$ cat src/rtl/sts_pkg.sv
package sts_pkg;

    typedef enum logic [1:0] {
        MODE_LEVEL = 2'b00,
        MODE_ERASE = 2'b01,
        MODE_PROG  = 2'b10,
        MODE_ANY   = 2'b11
    } sts_mode_e;

    typedef struct packed {
        logic erase_done;
        logic prog_done;
    } wsm_done_t;

    typedef struct packed {
        logic busy;
        logic erase_susp;
        logic prog_susp;
    } wsm_state_t;

    function automatic logic is_pulse_mode(sts_mode_e m);
        return m != MODE_LEVEL;
    endfunction

    function automatic logic done_hits(sts_mode_e m, wsm_done_t d);
        logic hit;
        unique case (m)
            MODE_ERASE: hit = d.erase_done;
            MODE_PROG:  hit = d.prog_done;
            MODE_ANY:   hit = d.erase_done | d.prog_done;
            default:    hit = 1'b0;
        endcase
        return hit;
    endfunction

    function automatic logic level_wants_drive(wsm_state_t s);
        return s.busy & ~s.erase_susp & ~s.prog_susp;
    endfunction

endpackage

$ cat src/rtl/sts_cfg_reg.sv
module sts_cfg_reg
    import sts_pkg::*;
(
    input  logic      clk,
    input  logic      rst,
    input  logic      pdn_n,
    input  logic      wsm_busy,
    input  logic      cfg_wr,
    input  logic [1:0] cfg_code,
    output sts_mode_e mode,
    output logic      cfg_accept
);

    sts_mode_e mode_q;

    assign cfg_accept = cfg_wr & ~wsm_busy & pdn_n;

    always_ff @(posedge clk) begin
        if (rst || !pdn_n) begin
            mode_q <= MODE_LEVEL;
        end else if (cfg_accept) begin
            mode_q <= sts_mode_e'(cfg_code);
        end
    end

    assign mode = mode_q;

endmodule

$ cat src/rtl/sts_level_trk.sv
module sts_level_trk
    import sts_pkg::*;
(
    input  logic       clk,
    input  logic       rst,
    input  logic       pdn_n,
    input  wsm_state_t wsm,
    output logic       level_drive
);

    logic drive_q;

    always_ff @(posedge clk) begin
        if (rst) begin
            drive_q <= 1'b0;
        end else begin
            drive_q <= pdn_n & level_wants_drive(wsm);
        end
    end

    assign level_drive = drive_q;

endmodule

$ cat src/rtl/sts_pulse_gen.sv
module sts_pulse_gen #(
    parameter int PULSE_LEN = 4
) (
    input  logic clk,
    input  logic rst,
    input  logic clear,
    input  logic trigger,
    output logic active
);

    localparam int CNT_W = $clog2(PULSE_LEN + 1);
    localparam logic [CNT_W-1:0] LOAD_VAL = CNT_W'(PULSE_LEN);

    logic [CNT_W-1:0] cnt_q;

    always_ff @(posedge clk) begin
        if (rst || clear) begin
            cnt_q <= '0;
        end else if (trigger) begin
            cnt_q <= LOAD_VAL;
        end else if (cnt_q != '0) begin
            cnt_q <= cnt_q - 1'b1;
        end
    end

    assign active = (cnt_q != '0);

endmodule

$ cat src/rtl/sts_pin_ctrl.sv
module sts_pin_ctrl
    import sts_pkg::*;
#(
    parameter int PULSE_LEN = 4
) (
    input  logic       clk,
    input  logic       rst,
    input  logic       pdn_n,
    input  logic       wsm_busy,
    input  logic       erase_done,
    input  logic       prog_done,
    input  logic       erase_susp,
    input  logic       prog_susp,
    input  logic       cfg_wr,
    input  logic [1:0] cfg_code,
    output logic       sts_out,
    output logic       sts_oe
);

    sts_mode_e  mode_q;
    logic       cfg_accept;
    logic       level_drive;
    logic       pulse_active;
    logic       pulse_trig;
    logic       pulse_clear;
    wsm_done_t  done_ev;
    wsm_state_t wsm_st;

    assign done_ev = '{erase_done: erase_done, prog_done: prog_done};
    assign wsm_st  = '{busy: wsm_busy, erase_susp: erase_susp, prog_susp: prog_susp};

    sts_cfg_reg u_cfg (
        .clk        (clk),
        .rst        (rst),
        .pdn_n      (pdn_n),
        .wsm_busy   (wsm_busy),
        .cfg_wr     (cfg_wr),
        .cfg_code   (cfg_code),
        .mode       (mode_q),
        .cfg_accept (cfg_accept)
    );

    sts_level_trk u_level (
        .clk         (clk),
        .rst         (rst),
        .pdn_n       (pdn_n),
        .wsm         (wsm_st),
        .level_drive (level_drive)
    );

    assign pulse_clear = cfg_accept | ~pdn_n;
    assign pulse_trig  = is_pulse_mode(mode_q) & done_hits(mode_q, done_ev);

    sts_pulse_gen #(
        .PULSE_LEN (PULSE_LEN)
    ) u_pulse (
        .clk     (clk),
        .rst     (rst),
        .clear   (pulse_clear),
        .trigger (pulse_trig),
        .active  (pulse_active)
    );

    always_comb begin
        if (is_pulse_mode(mode_q)) begin
            sts_oe = pulse_active;
        end else begin
            sts_oe = level_drive;
        end
        sts_out = ~sts_oe;
    end

endmodule

$ cat config.mk
export PLATFORM = sky130hd
export DESIGN_NAME = sts_pin_ctrl
export DESIGN_NICKNAME = d
export VERILOG_FILES = /design/src/rtl/sts_pkg.sv /design/src/rtl/sts_cfg_reg.sv /design/src/rtl/sts_level_trk.sv /design/src/rtl/sts_pulse_gen.sv /design/src/rtl/sts_pin_ctrl.sv
export SDC_FILE = /design/constraint.sdc
export NUM_CORES = 1
export LEC_CHECK = 0
export ABC_AREA = 1
export BUFFER_PORTS_ARGS = -buffer_cell sky130_fd_sc_hd__buf_2
export CAP_MARGIN = 30
export CORE_AREA = 2 2 39 41
export CTS_CLUSTER_DIAMETER = 40
export DETAILED_ROUTE_END_ITERATION = 16
export DIE_AREA = 0 0 41 43
export PLACE_DENSITY = 0.61
export SYNTH_ARGS = -nofsm -noshare
export SYNTH_HDL_FRONTEND = slang
export SYNTH_SLANG_ARGS = --single-unit
$ cat constraint.sdc
create_clock -name clk -period 0.9 [get_ports clk]
set_input_delay 0.135 -clock clk [delete_from_list [all_inputs] [get_ports clk]]
set_output_delay 0.135 -clock clk [all_outputs]
set_load 0.1 [all_outputs]
; ---- Yosys cells after proc, flatten, opt, wreduce, memory -nomap -nowiden
; Index checks and enable logic that the tools add are counted.
[op_classes]
n_addsub = 1
n_eq_ne = 3
muxes = 4
bitwise_logic = 13
n_reduce_logical = 7
[op_table]
columns = cell, n
row1 = bitwise AND 1 bit, 6
row2 = two-way mux 3 bit, 2
row3 = inverter 1 bit, 5
row4 = "equality test 2 bit, second input constant", 2
row5 = nonzero test 2 bit, 2
row6 = one-hot mux 1 bit (3 select lines), 1
row7 = nonzero test 3 bit, 1
row8 = "subtractor 3 x 1 -> 3 bit, second input constant", 1
row9 = "equality test 2 x 1 -> 1 bit, second input constant", 1
row10 = logical OR 1 bit, 2
row11 = OR 1 bit, 2
row12 = OR reduction 2 bit, 1
row13 = zero test 1 bit, 1
row14 = two-way mux 1 bit, 1
[totals]
reg_bits = 6
wordCells = 32

; ---- Depth between registers and ports, before layout
[logic_depth]
ltp_word = 6
ltp_mapped = 7
depth_no_buf = 7

; ---- Cells and area by module
; A second synthesis with hierarchy kept.
[hier_totals]
cells_unflattened = 67
area_unflattened_um2 = 406.6
[by_module_without_submodules]
columns = module, instances, cells_per_inst, area_each_um2, seq_area_each_um2
row1 = sts_pulse_gen, 1, 29, 187.7, 60.1
row2 = sts_cfg_reg, 1, 17, 110.1, 40.0
row3 = sts_pin_ctrl, 1, 14, 57.6, 0.0
row4 = sts_level_trk, 1, 7, 51.3, 20.0

; ---- Worst setup path after synthesis
; OpenSTA, ideal clock, no wires.
[synth_timing]
path_type = flip-flop to output port
start = reg u_cfg.mode_q[1], in the netlist u_cfg.mode[1]
end = out sts_out
t_arrival_ns = 1.878
required_time_ns = 0.765
setup_slack_ns = -1.113
stages_incl_launch_ff = 4
path_cell_list = dfxtp_1 -> or2_1 -> o21ai_2 -> inv_2
[synth_via]
elab_chain_cells = 3
[synth_rtl]
columns = item, line
row1 = from (decl), sts_cfg_reg.sv:14  ; sts_mode_e mode_q;
row2 = from (signal assigned), sts_cfg_reg.sv:22  ; mode_q <= sts_mode_e'(cfg_code);
row3 = nonzero test 2 bit, sts_pkg.sv:22  ; return m != MODE_LEVEL;
row4 = two-way mux 1 bit, sts_pin_ctrl.sv:65  ; if (is_pulse_mode(mode_q)) begin
row5 = via sts_oe, sts_pin_ctrl.sv:17  ; output logic sts_oe
row6 = inverter 1 bit, sts_pin_ctrl.sv:70  ; sts_out = ~sts_oe;
row7 = to (decl), sts_pin_ctrl.sv:16  ; output logic sts_out,
; The timed path passes the listed nets, and every way through them passes these cells.

; ---- Worst setup path in the final report
[layout_timing]
start = reg u_cfg.mode_q[0], in the netlist u_cfg.mode[0]
end = out sts_oe
[layout_via]
elab_chain_cells = 2
[layout_rtl]
columns = item, line
row1 = nonzero test 2 bit, sts_pkg.sv:22
row2 = two-way mux 1 bit, sts_pin_ctrl.sv:65
row3 = to (decl), sts_pin_ctrl.sv:17
; Every way passes these cells.

==> results.txt <==
status: complete, but fails checks
failing checks: negative setup slack
Synth Area in Adders: 0.0741
clk buf depth: 2
Post-DRT Antenna Nets: 0
hold crit path type: input port to flip-flop
sw power: 159 uW
WL final: 760 microns
Synth cell types: 11
port buffer count: 12
initial antenna violation count: 0
Slew Limit Fails: 0
cell area after layout: 624 sq um
Area after DPL: 527 sq um
Synth area leaders: dfxtp_1 (36%), nand2_1 (16%), inv_1 (14%)
All-Layer GR Usage: 0.116
internal cell power: 476 uW
skew final: 0.00147 ns
TritonCTS clock tree: yes
total power: 635 uW
max-cap viol count: 0
met3 routed WL: 38 microns
placeable core area: 1380 sq um
pin count of the biggest net entering global routing: 5
die area: 1760 sq um
leading area contributor after synthesis: dfxtp_1
vias: 381
Tmin final: 1.40 ns
vias in the first global route: 396
R2R Path End: u_pulse.cnt_q[2]$_SDFFE_PP0P_
FMAX: 716 MHz
DIE HEIGHT: 43 microns
Net count, final: 95
worst-path maximum fanout: 2
Synth top area share: 0.356
DRT met1 WL: 280 microns
Worst-path clk slew: 0.05 ns
Worst setup startpoint: u_cfg.mode[0]$_SDFFE_PP0P_
Routed WL per cell: 7.92 microns
worst skew pair latency: 0.24 ns
Crit path required time: 0.76 ns
post-place setup slack: -0.259 ns
num ports: 13
relative slew slack: 0.833
sequential area share after synthesis: 0.356
TritonCTS buffer count: 3
Syn Nets: 68
Critical Path AT: 1.26 ns
Root Buffer Master: clkbuf_4
H-tree levels: 1
Initial Util: 0.244
number of diodes: 0
fin crit share: 1.55
Via density: 3.97
Slowest cell on crit path: dfxtp_2
Post-Synthesis Cell Area: 338 sq um
sw frac: 0.250
Largest stage delay, worst path: 0.31 ns
Static Leakage: 0.327 nW
Hold Violations, Final: 0
CP endpoint kind: output port
row count: 14
Setup CP Type: flip-flop to output port
combinational family with the most area after synthesis: simple AND/OR/NAND/NOR gates
Syn Inst Count: 55
Synth Area in XOR/XNOR: 0
share of post-route cells with drive strength above 1: 0.525
unrepaired setup endpoints after global routing: true
DRT iter0 DRCs: 4
worst-path cell chain: or2_4 > o21ai_4 > buf_12
DPL Wire Length: 558 microns
post-synthesis simple-gate area fraction: 0.359
FF+latch count, synth: 6
RD Place Congestion: 0.703
sequential power share: 0.433
Gate power share: 0.173
Worst Setup Slack, final: -0.496 ns
First-pass DRT Iterations: 2
DRC: 0
CTS Hold Bufs: 0
peak supply drop: 0.665 mV
Pwr per Cell Area: 1020 nW/um^2
clock power share: 0.394
Crit Reg-Reg Startpoint: u_pulse.cnt_q[1]$_SDFFE_PP0N_
die width: 41 microns
R2R cell count: 9
mux cell area share after synthesis: 0
remaining global-route overflow: 0
CTS sink cnt: 6
CP Capture Point: sts_oe
Area Growth Syn to Fin: 84.8%
Highest Signal Layer: met4
Avg Cell Area, Syn: 6.14 sq um
fill count: 149
Slew @ Worst Pin: 0.250 ns
YS warnings: 0
metal2 WL: 424 microns
Final setup violation count: 4
Synth Area in Compound Gates: 0.0556
FF-to-FF setup slack: -0.16 ns
Startpoint Class: flip-flop
first-pass GRT wire length: 1340 microns
-- state kept, by name, indices dropped and copies added (netlist names) --
name	count
u_pulse.cnt_q	3
u_cfg.mode	2
u_level.level_drive	1
-- repair_timing --
item / CTS / global route
pin swaps: 7 / 5
endpoints found under the setup margin: 5 / 5
hold endpoints to repair: 0 / 0
gates resized for setup: 8 / 6
buffers inserted: 2 / 4
-- cells in the final DEF, fill, tap and decap left out, types with 2 or more instances in the layout --
cell type / instances
buf_12: 2
buf_2: 10
buf_4: 6
buf_6: 4
clkbuf_4: 3
dfxtp_1: 3
dfxtp_2: 3
ha_4: 2
inv_1: 9
inv_2: 4
nand2_1: 11
nand2_2: 3
nand3_2: 2
nor2_1: 11
o21ai_0: 2
-- routing by layer --
metal / up-vias / track usage
met5: - / 0
met4: 0 / 0.100
met3: 2 / 0.0314
met2: 11 / 0.184
met1: 157 / 0.113
li1: 211 / -
-- cell families (layout without fill, tap and decap cells) --
| logic type | count (synthesis) | in the layout |
|---|---|---|
| fa+ha+maj | 2 | 2 |
| compound gates | 3 | 3 |
| simple gates | 30 | 30 |
| buf+inv | 14 | 39 |
| flops | 6 | 6 |
-- stage by stage --
stage | instances | TNS (ns) | util | hold WS [ns]
final | 96 | -1.16 | 0.451 | 0.0493
after global routing | 96 | -1.43 | 0.451 | 0.0463
after CTS | 94 | -1.21 | 0.433 | 0.0394
after detailed placement | 89 | -0.714 | 0.381 | 0.305
after global placement | 89 | -0.674 | 0.381 | 0.305
after floorplan | 55 | -1.06 | - | 0.212
-- synth_stat cells --
cell and instances:
o21ai_2 1, dfxtp_1 6, o21ai_0 2, nand2_1 14, nor2_1 11, nand3_1 3, ha_1 2, inv_2 1
inv_1 13, or2_1 1, nor4_1 1
-- cell type report --
| cell class | count | area (sq um) | share of cell area |
|---|---|---|---|
| Multi-Input combinational cell | 35 | 218 | 0.349 |
| Timing Repair Buffer | 22 | 180 | 0.289 |
| Sequential cell | 6 | 124 | 0.198 |
| Inverter | 14 | 60.1 | 0.0962 |
| Clock buffer | 3 | 22.5 | 0.0361 |
| Tap cell | 16 | 20.0 | 0.0321 |
-- worst min path at each step --
stage | slack, ns | end | from | cells after the start
floorplan | 0.21 | u_level.level_drive$_SDFF_PP0_ | erase_susp | 1
global placement | 0.31 | u_level.level_drive$_SDFF_PP0_ | prog_susp | 2
detailed placement | 0.31 | u_level.level_drive$_SDFF_PP0_ | prog_susp | 2
CTS | 0.04 | u_level.level_drive$_SDFF_PP0_ | prog_susp | 2
global route | 0.05 | u_level.level_drive$_SDFF_PP0_ | prog_susp | 2
finish | 0.05 | u_level.level_drive$_SDFF_PP0_ | prog_susp | 2
-- critical path, delay by kind of cell, from the launching register on --
family	cells	cell delay, ns
flops	1	0.31
simple gates	1	0.26
compound gates	1	0.23
buf+inv	1	0.21
-- power groups by stage --
| stage | Clock (mW) | Sequential (mW) | Combinational (mW) |
|---|---|---|---|
| after global routing | 0.270 | 0.275 | 0.122 |
| after detailed placement | 0 | 0.280 | 0.100 |
| after CTS | 0.268 | 0.275 | 0.107 |
| after floorplan | 0 | 0.280 | 0.0561 |
| final | 0.250 | 0.275 | 0.110 |
| after global placement | 0 | 0.280 | 0.0997 |
Power figures use the tool's default switching activity.
